**src/rtl/pio_rd_pkg.sv**
```systemverilog
package pio_rd_pkg;

   typedef enum logic {
      BUS_W32 = 1'b0,
      BUS_W16 = 1'b1
   } bus_mode_e;

   // saturating increment used by the idle-gap counter
   function automatic logic [7:0] sat_inc8(input logic [7:0] v, input logic [7:0] lim);
      return (v >= lim) ? lim : v + 8'd1;
   endfunction

endpackage

```
**src/rtl/pio_strobe_sync.sv**
```systemverilog
module pio_strobe_sync #(
   parameter int           WIDTH   = 2,
   parameter int           STAGES  = 2,
   parameter logic         RST_VAL = 1'b1
) (
   input  logic             clk,
   input  logic             rst_n,
   input  logic [WIDTH-1:0] d_i,
   output logic [WIDTH-1:0] q_o
);

   initial begin
      if (STAGES < 2) $fatal(1, "pio_strobe_sync: STAGES must be at least 2");
      if (WIDTH < 1)  $fatal(1, "pio_strobe_sync: WIDTH must be positive");
   end

   logic [WIDTH-1:0] chain_q [STAGES];

   genvar s;
   generate
      for (s = 0; s < STAGES; s++) begin : g_stage
         if (s == 0) begin : g_first
            always_ff @(posedge clk or negedge rst_n) begin
               if (!rst_n) chain_q[s] <= {WIDTH{RST_VAL}};
               else        chain_q[s] <= d_i;
            end
         end else begin : g_next
            always_ff @(posedge clk or negedge rst_n) begin
               if (!rst_n) chain_q[s] <= {WIDTH{RST_VAL}};
               else        chain_q[s] <= chain_q[s-1];
            end
         end
      end
   endgenerate

   assign q_o = chain_q[STAGES-1];

endmodule

```
**src/rtl/pio_cycle_ctl.sv**
```systemverilog
module pio_cycle_ctl
   import pio_rd_pkg::*;
#(
   parameter int MIN_GAP_CLKS = 2
) (
   input  logic clk,
   input  logic rst_n,
   input  logic cs_s_i,
   input  logic rd_s_i,
   output logic start_o,
   output logic end_o,
   output logic active_o,
   output logic gap_err_o
);

   localparam int GAP_W = (MIN_GAP_CLKS < 2) ? 1 : $clog2(MIN_GAP_CLKS + 1);
   localparam logic [GAP_W-1:0] GAP_LIM = GAP_W'(MIN_GAP_CLKS);

   initial begin
      if (MIN_GAP_CLKS < 1)   $fatal(1, "pio_cycle_ctl: MIN_GAP_CLKS must be at least 1");
      if (MIN_GAP_CLKS > 255) $fatal(1, "pio_cycle_ctl: MIN_GAP_CLKS above 255");
   end

   logic             act_q;
   logic [GAP_W-1:0] gap_q;
   logic             err_q;
   logic             both_low;

   assign both_low = ~cs_s_i & ~rd_s_i;
   assign active_o = both_low;
   assign start_o  = both_low & ~act_q;
   assign end_o    = ~both_low & act_q;

   always_ff @(posedge clk or negedge rst_n) begin
      if (!rst_n) act_q <= 1'b0;
      else        act_q <= both_low;
   end

   // idle clocks since the last cycle closed; starts saturated so the
   // first cycle after reset is legal
   always_ff @(posedge clk or negedge rst_n) begin
      if (!rst_n)        gap_q <= GAP_LIM;
      else if (both_low) gap_q <= '0;
      else               gap_q <= GAP_W'(sat_inc8(8'(gap_q), 8'(MIN_GAP_CLKS)));
   end

   always_ff @(posedge clk or negedge rst_n) begin
      if (!rst_n)                          err_q <= 1'b0;
      else if (start_o && gap_q < GAP_LIM) err_q <= 1'b1;
   end

   assign gap_err_o = err_q;

   // the error flag never clears once set
   p_gap_sticky_r10: assert property (@(posedge clk) disable iff (!rst_n)
      gap_err_o |=> gap_err_o);

   // the open and close pulses never appear back to back
   p_start_then_no_end_r2: assert property (@(posedge clk) disable iff (!rst_n)
      start_o |=> !end_o);

endmodule

```
**src/rtl/pio_rd_datapath.sv**
```systemverilog
module pio_rd_datapath
   import pio_rd_pkg::*;
#(
   parameter int ADDR_W  = 7,
   parameter int DATA_W  = 32,
   parameter int CNT_W   = 24,
   parameter int NUM_CNT = 2
) (
   input  logic                     clk,
   input  logic                     rst_n,
   input  logic                     capture_i,
   input  logic                     load_i,
   input  bus_mode_e                mode_i,
   input  logic [ADDR_W-1:0]        word_addr_i,
   input  logic [NUM_CNT*CNT_W-1:0] cnt_live_i,
   input  logic [DATA_W-1:0]        rf_rdata_i,
   output logic [DATA_W-1:0]        data_o
);

   localparam int HALF_W = DATA_W / 2;
   localparam int WIDX_W = ADDR_W - 1;

   initial begin
      if (DATA_W % 2 != 0)             $fatal(1, "pio_rd_datapath: DATA_W must be even");
      if (CNT_W > DATA_W)              $fatal(1, "pio_rd_datapath: CNT_W exceeds DATA_W");
      if (NUM_CNT < 1)                 $fatal(1, "pio_rd_datapath: NUM_CNT must be positive");
      if (NUM_CNT > (1 << WIDX_W))     $fatal(1, "pio_rd_datapath: NUM_CNT exceeds word space");
   end

   logic [CNT_W-1:0]  snap_q [NUM_CNT];
   logic [WIDX_W-1:0] word_idx;
   logic [DATA_W-1:0] full_word;
   logic [HALF_W-1:0] lane;
   logic [DATA_W-1:0] bus_word;
   logic [DATA_W-1:0] data_q;

   assign word_idx = word_addr_i[ADDR_W-1:1];

   genvar k;
   generate
      for (k = 0; k < NUM_CNT; k++) begin : g_snap
         always_ff @(posedge clk or negedge rst_n) begin
            if (!rst_n)         snap_q[k] <= '0;
            else if (capture_i) snap_q[k] <= cnt_live_i[k*CNT_W +: CNT_W];
         end

         // the frozen copy only moves at cycle open
         p_snap_hold_r6: assert property (@(posedge clk) disable iff (!rst_n)
            !capture_i |=> $stable(snap_q[k]));
      end
   endgenerate

   always_comb begin
      full_word = rf_rdata_i;
      for (int i = 0; i < NUM_CNT; i++) begin
         if (word_idx == WIDX_W'(i)) full_word = DATA_W'(snap_q[i]);
      end
   end

   assign lane     = word_addr_i[0] ? full_word[DATA_W-1:HALF_W] : full_word[HALF_W-1:0];
   assign bus_word = (mode_i == BUS_W16) ? {{HALF_W{1'b0}}, lane} : full_word;

   always_ff @(posedge clk or negedge rst_n) begin
      if (!rst_n)      data_q <= '0;
      else if (load_i) data_q <= bus_word;
   end

   assign data_o = data_q;

endmodule

```
**src/rtl/pio_read_slave.sv**
```systemverilog
module pio_read_slave
   import pio_rd_pkg::*;
#(
   parameter int ADDR_W       = 7,
   parameter int DATA_W       = 32,
   parameter int CNT_W        = 24,
   parameter int NUM_CNT      = 2,
   parameter int SYNC_STAGES  = 2,
   parameter int MIN_GAP_CLKS = 2
) (
   input  logic                     clk,
   input  logic                     rst_n,
   input  logic                     bus_is16,
   input  logic                     cs_n,
   input  logic                     rd_n,
   input  logic [ADDR_W-1:0]        addr,
   input  logic [NUM_CNT*CNT_W-1:0] cnt_live,
   input  logic [DATA_W-1:0]        rf_rdata,
   output logic                     rd_pulse,
   output logic [ADDR_W-1:0]        rd_addr,
   output logic [DATA_W-1:0]        d_out,
   output logic                     oe_lo,
   output logic                     oe_hi,
   output logic                     gap_err
);

   localparam int HALF_W = DATA_W / 2;

   initial begin
      if (ADDR_W < 2) $fatal(1, "pio_read_slave: ADDR_W must be at least 2");
   end

   logic [1:0]        strobes_s;
   logic              cyc_start;
   logic              cyc_end;
   logic              cyc_active;
   logic              pulse_q;
   logic [ADDR_W-1:0] addr_q;
   bus_mode_e         mode_q;
   logic              oe_q;
   logic [DATA_W-1:0] data_w;

   pio_strobe_sync #(
      .WIDTH   (2),
      .STAGES  (SYNC_STAGES),
      .RST_VAL (1'b1)
   ) u_sync (
      .clk   (clk),
      .rst_n (rst_n),
      .d_i   ({cs_n, rd_n}),
      .q_o   (strobes_s)
   );

   pio_cycle_ctl #(
      .MIN_GAP_CLKS (MIN_GAP_CLKS)
   ) u_ctl (
      .clk       (clk),
      .rst_n     (rst_n),
      .cs_s_i    (strobes_s[1]),
      .rd_s_i    (strobes_s[0]),
      .start_o   (cyc_start),
      .end_o     (cyc_end),
      .active_o  (cyc_active),
      .gap_err_o (gap_err)
   );

   // cycle-open stage: strobe, address and mode captured together
   always_ff @(posedge clk or negedge rst_n) begin
      if (!rst_n) begin
         pulse_q <= 1'b0;
         addr_q  <= '0;
         mode_q  <= BUS_W32;
      end else begin
         pulse_q <= cyc_start;
         if (cyc_start) begin
            addr_q <= addr;
            mode_q <= bus_is16 ? BUS_W16 : BUS_W32;
         end
      end
   end

   pio_rd_datapath #(
      .ADDR_W  (ADDR_W),
      .DATA_W  (DATA_W),
      .CNT_W   (CNT_W),
      .NUM_CNT (NUM_CNT)
   ) u_dp (
      .clk         (clk),
      .rst_n       (rst_n),
      .capture_i   (cyc_start),
      .load_i      (pulse_q),
      .mode_i      (mode_q),
      .word_addr_i (addr_q),
      .cnt_live_i  (cnt_live),
      .rf_rdata_i  (rf_rdata),
      .data_o      (data_w)
   );

   // drive stage: enable from data load until either strobe rises
   always_ff @(posedge clk or negedge rst_n) begin
      if (!rst_n) oe_q <= 1'b0;
      else        oe_q <= cyc_active & (oe_q | pulse_q);
   end

   assign rd_pulse = pulse_q;
   assign rd_addr  = addr_q;
   assign oe_lo    = oe_q;
   assign oe_hi    = oe_q & (mode_q == BUS_W32);
   assign d_out[HALF_W-1:0]      = oe_q ? data_w[HALF_W-1:0] : '0;
   assign d_out[DATA_W-1:HALF_W] = oe_hi ? data_w[DATA_W-1:HALF_W] : '0;

   // one register-file strobe per cycle
   p_pulse_single_r3: assert property (@(posedge clk) disable iff (!rst_n)
      rd_pulse |=> !rd_pulse);

   // the drivers only turn on right after the read strobe
   p_oe_after_pulse_r4: assert property (@(posedge clk) disable iff (!rst_n)
      $rose(oe_lo) |-> $past(rd_pulse));

   // a close pulse turns the drivers off on the next edge
   p_close_drops_oe_r5: assert property (@(posedge clk) disable iff (!rst_n)
      cyc_end |=> !oe_lo);

   // narrow mode never enables the upper lanes (mode pin is static)
   p_upper_off_narrow_r9: assert property (@(posedge clk) disable iff (!rst_n)
      oe_hi |-> !bus_is16);

   // upper lanes are never enabled alone
   p_hi_needs_lo_r8: assert property (@(posedge clk) disable iff (!rst_n)
      oe_hi |-> oe_lo);

endmodule

```
**config.mk**
```make
export PLATFORM = sky130hd
export DESIGN_NAME = pio_read_slave
export DESIGN_NICKNAME = d
export VERILOG_FILES = /design/src/rtl/pio_rd_pkg.sv /design/src/rtl/pio_strobe_sync.sv /design/src/rtl/pio_cycle_ctl.sv /design/src/rtl/pio_rd_datapath.sv /design/src/rtl/pio_read_slave.sv
export SDC_FILE = /design/constraint.sdc
export NUM_CORES = 1
export LEC_CHECK = 0
export ABC_AREA = 1
export BUFFER_PORTS_ARGS = -buffer_cell sky130_fd_sc_hd__buf_2
export CORE_MARGIN = 3
export CORE_UTILIZATION = 56
export CTS_CLUSTER_SIZE = 30
export DETAILED_ROUTE_END_ITERATION = 10
export HOLD_SLACK_MARGIN = 0.1
export PLACE_DENSITY = 0.85
export SLEW_MARGIN = 10
export SYNTH_ARGS = -nofsm -noshare
export SYNTH_HDL_FRONTEND = slang
export SYNTH_SLANG_ARGS = --single-unit
export TNS_END_PERCENT = 30
```
**constraint.sdc**
```tcl
create_clock -name clk -period 3.1 [get_ports clk]
set_input_delay 0.465 -clock clk [delete_from_list [all_inputs] [get_ports clk]]
set_output_delay 0.465 -clock clk [all_outputs]
set_load 0.1 [all_outputs]
```
* After elaboration in Yosys (flattened, before gate mapping)
Cells that the tools add are included.
Operators by class: add/sub/neg operators 1, $lt $le $gt $ge 2, equality and inequality tests 1, multiplexer cells 9, bitwise gates (word level) 9, reduce and logical (&&, ||, !) cells 2
Operators by type and width (number):
- two-way mux 32 bit | 3
- two-way mux 16 bit | 3
- equality test 6 x 1 -> 1 bit (second input constant) | 1
- logical NOT 6 bit | 1
- AND 1 bit | 4
- two-way mux 2 bit | 2
- NOT 1 bit | 4
- adder 2 x 1 -> 2 bit (second input constant) | 1
- greater-or-equal comparator 2 bit (second input constant) | 1
- less-than comparator 2 bit (second input constant) | 1
- logical AND 1 bit | 1
- two-way mux 1 bit | 1
- OR 1 bit | 1
Storage, ports and cells: bits in registers 98, output and inout bits 43

* Longest topological paths before layout
word-level depth 5, mapped depth 9

* Hierarchy
A second synthesis with hierarchy kept.
Unflattened totals: cells, all modules 630, area total of the unflattened synthesis 4914.7 um^2
Modules (own cells, without submodules):
- pio_rd_datapath | instances 1, cells an instance 500, area each 3901.2 um^2, sequential area each 2001.9 um^2
- pio_read_slave | instances 1, cells an instance 109, area each 734.5 um^2, sequential area each 250.2 um^2
- pio_cycle_ctl | instances 1, cells an instance 15, area each 158.9 um^2, sequential area each 101.3 um^2
- pio_strobe_sync | instances 1, cells an instance 6, area each 120.1 um^2, sequential area each 105.1 um^2

* Worst setup path after synthesis
Ideal clock, no wire load.
path kind reg-to-output, from reg oe_q (netlist: oe_lo), to out d_out[21], data arrival time 4.407 ns, slack -1.772 ns, stages on the path, launching flop included 7, buffers on the path 2, path through dfrtp_1 > buf_2 > inv_1 > nor2_1 > inv_1 > buf_2 > nor2_1
Between the ends: cells in the longest elaborated chain, start to end 2
Ends and longest elaborated chain:
- from (decl) | RTL line pio_read_slave.sv:40 | logic oe_q;
- from (signal assigned) | RTL line pio_read_slave.sv:102 | else oe_q <= cyc_active & (oe_q | pulse_q);
- AND 1 bit | RTL line pio_read_slave.sv:108 | assign oe_hi = oe_q & (mode_q == BUS_W32);
- named net oe_hi | RTL line pio_read_slave.sv:23 | output logic oe_hi,
- two-way mux 16 bit | RTL line pio_read_slave.sv:110 | assign d_out[DATA_W-1:HALF_W] = oe_hi ? data_w[DATA_W-1:HALF_W] : '0;
- to (decl) | RTL line pio_read_slave.sv:21 | output logic [DATA_W-1:0] d_out,
The timed path passes the listed nets, and every way through them passes these cells.

* Final worst setup path
from reg oe_q (netlist: oe_lo), to out d_out[31]
Between the ends: cells in the longest elaborated chain, start to end 2
Ends and longest elaborated chain (RTL line):
- AND 1 bit | pio_read_slave.sv:108
- two-way mux 16 bit | pio_read_slave.sv:110
No other way between the ends.

==> summary.txt <==
Run status
  – Status: finished clean

Final layout
  – Multi-input logic area: 0.00183 mm^2
  – Final net count: 829
  – Antenna Cells: 0
  – Syn-to-layout area delta: 21.0%
  – Most frequent cells in the layout: 197 x nand2_1, 133 x buf_2, 100 x inv_1
  – Most common cell after layout, fill and taps aside: nand2_1
  – Layout cells sized above 1: 0.260
  – Filler cell count: 677
  – Register area: roughly 0.0025 mm^2
  – Post-route core utilization: 0.702

CTS
  – Clock buffer depth: 2
  – Post-cts sizing count: 0
  – Reg clk slew, reported paths: 0.10 ns
  – Root Buffer: clkbuf_8
  – Worst-Skew Late Latency: 0.36 ns
  – H-tree lvl count: 3
  – Cts bufs inserted: 9
  – CTS tree: yes
  – Total clock sinks: 98

Power and ir drop
  – Total design power: 3.42 mW
  – P_leak: 3.25 nW
  – Combinational group share of total power: 0.255
  – Pwr/cell area: 590 mW/mm^2
  – Sequential share of power: 0.467
  – Max IR drop VDD: 0.421 mV
  – Clk pwr share: 0.278
  – Sw frac: 0.345
  – Sw power: 1.18 mW
  – Internal power: 2.24 mW

Worst setup path
  – CP max stage delay: 0.55 ns
  – Top delay family on crit path: buffers and inverters
  – CP most frequent cell: inv_1
  – Data required, critical path: around 2.6 ns
  – CP startpoint kind: flop
  – Slowest CP cell: dfrtp_2
  – Crit end category: output port
  – Cell Chain, Critical Path: inv_1 -> nor2_4 -> inv_1 -> nor2_2 -> buf_2
  – Arr. time, crit path: 2.28 ns
  – Worst Path Buf+Inv: 3
  – WS Path Type: reg2out
  – Maximum fanout along the worst path: 18

STA
  – Fin. max-slew vios: 0
  – Setup-failing EPs final: 0
  – Final period util: 0.885
  – Slew @ Worst Pin: around 1.1 ns
  – RSZ-0062 raised after global routing: no
  – Clk_skew: 0.0105 ns
  – Final hold vios: 0
  – Crit path time final: 2.74 ns
  – Setup TNS: 0 ns
  – Fmax: 364 MHz
  – Slew headroom: 0.252

Global routing
  – Initial antenna violation count: 0
  – GRT overflow: 0
  – Vias in the first global route: 4095
  – First-pass GRT wire length: 19.1 mm
  – Gr usage total: 0.242
  – Pin count of the biggest net entering global routing: 54

Synthesis
  – Post-Syn Area per Cell: 7.72 um^2
  – Seq/Total Area, Yosys: 0.514
  – FF+latch count, synth: 98
  – YS warnings: 0
  – Cells after synthesis: 620
  – Top cells by area, synth: dfrtp_1 49%, nand2_1 15%, inv_1 7.8%
  – Cell Area, Synth: 0.00479 mm^2
  – Top cell type by total area after synthesis: dfrtp_1
  – Net Count, Synth: about 710
  – Top cell type's share of synthesized area: 0.486
  – Synth unique cells: 22

Route
  – Routed vias: ~4400
  – Avg Vias per Cell: 5.18
  – WL final: 11.6 mm
  – Number of remaining DRC errors: 0
  – Total iterations of the first detailed-routing run: 5
  – Initial DRC Count: 253
  – Remaining antenna violation count: 0
  – Routed len/inst: roughly 14 um

Floorplan
  – Die height: 98.5 um
  – DIE AREA: a little under 0.01 mm^2
  – I/O pin count: 135
  – Die width: 98.5 um
  – Area of the core: 0.00826 mm^2
  – Initial Util: 0.580
  – Num rows: 33

Placed design
  – IO buf count: around 130
  – Final GP Congestion: 0.920
  – HPWL Detailed: 8.50 mm

Run
  – Max Cap Violations: 0

Worst hold path
  – Hold/Removal Path Class: in2reg
==> state kept, by name, summed over array words and instances (netlist names), 2 cells and up <==
signal,count
rd_addr,7
u_ctl.gap_q,2
u_dp.data_o,32
u_dp.snap_q,48
u_sync.chain_q,2
u_sync.q_o,2
==> kinds of logic (layout without fill, tap and decap cells) <==
logic type	Yosys count	count (layout)	synth area share
AO/OA/AOI/OAI	76	76	0.0842
buffers and inverters	140	262	0.125
AND/OR/NAND/NOR	306	306	0.277
flip-flops	98	98	0.514
==> cells in the mapped netlist <==
| cell | instances |
|---|---|
| buf_4 | 4 |
| o21ai_1 | 7 |
| or2_1 | 1 |
| nand4_1 | 32 |
| dfstp_2 | 5 |
| buf_6 | 4 |
| o22ai_1 | 16 |
| nand3_1 | 24 |
| clkbuf_1 | 6 |
| o21ai_0 | 43 |
| nor2_2 | 3 |
| nand2_1 | 197 |
| nor2_1 | 42 |
| dfrtp_1 | 93 |
| nor2_4 | 4 |
| o21bai_1 | 1 |
| a21oi_1 | 9 |
| buf_2 | 22 |
| nand3_4 | 2 |
| nor3_1 | 1 |
| inv_2 | 4 |
| inv_1 | 100 |
==> path summary, 6_finish.rpt <==
kind	startpoint	slack, ns	end	cells past startpoint
hold / removal	cs_n	0.19	u_sync.chain_q[3]	1
hold reg to reg	u_sync.chain_q[3]	0.36	u_sync.q_o[1]	0
setup / recovery	oe_lo	0.36	d_out[31]	5
setup reg to reg	rd_addr[2]	1.19	u_dp.data_o[4]	6
min in group asynchronous	rst_n	0.58	u_dp.data_o[17]	2
max in group asynchronous	rst_n	1.71	u_sync.q_o[1]	3
==> layer usage <==
layer	part of all wire	global-route usage
met3	0.081	0.0396
met5	0	0
met1	0.44	0.351
met4	0.015	0.0725
met2	0.46	0.380
==> metrics by stage <==
stage / instances / worst slack (ns) / hold WS, ns / instance area (um^2)
3_5_place_dp: 830 / 0.749 / 0.347 / 5550
2_1_floorplan: 620 / 0.000449 / 0.169 / 4890
4_1_cts: 847 / 0.341 / 0.175 / 5790
3_3_place_gp: 830 / 0.809 / 0.345 / 5550
6_report: 847 / 0.356 / 0.187 / 5790
5_1_grt: 847 / 0.181 / 0.179 / 5790
==> power by group through the flow <==
stage / registers, mW / clock network [mW] / logic (mW)
4_1_cts: 1.59 / 0.958 / 0.872
2_1_floorplan: 1.70 / 0 / 0.550
5_1_grt: 1.62 / 1.01 / 0.966
6_report: 1.60 / 0.951 / 0.871
3_3_place_gp: 1.61 / 0 / 0.841
3_5_place_dp: 1.62 / 0 / 0.866
==> repair_timing <==
item,CTS,global route
setup buffers,0,0
hold endpoints to repair,31,0
hold buffers,1,0
==> area by class of cell <==
class,count,share of cell area
clock buffer,11,0.0261
tap,105,0.0227
multi-input combinational,382,0.315
clock inverter,5,0.0147
inverter,104,0.0674
timing repair buffer,142,0.129
sequential,98,0.425
(Power assumes the default switching activity.)
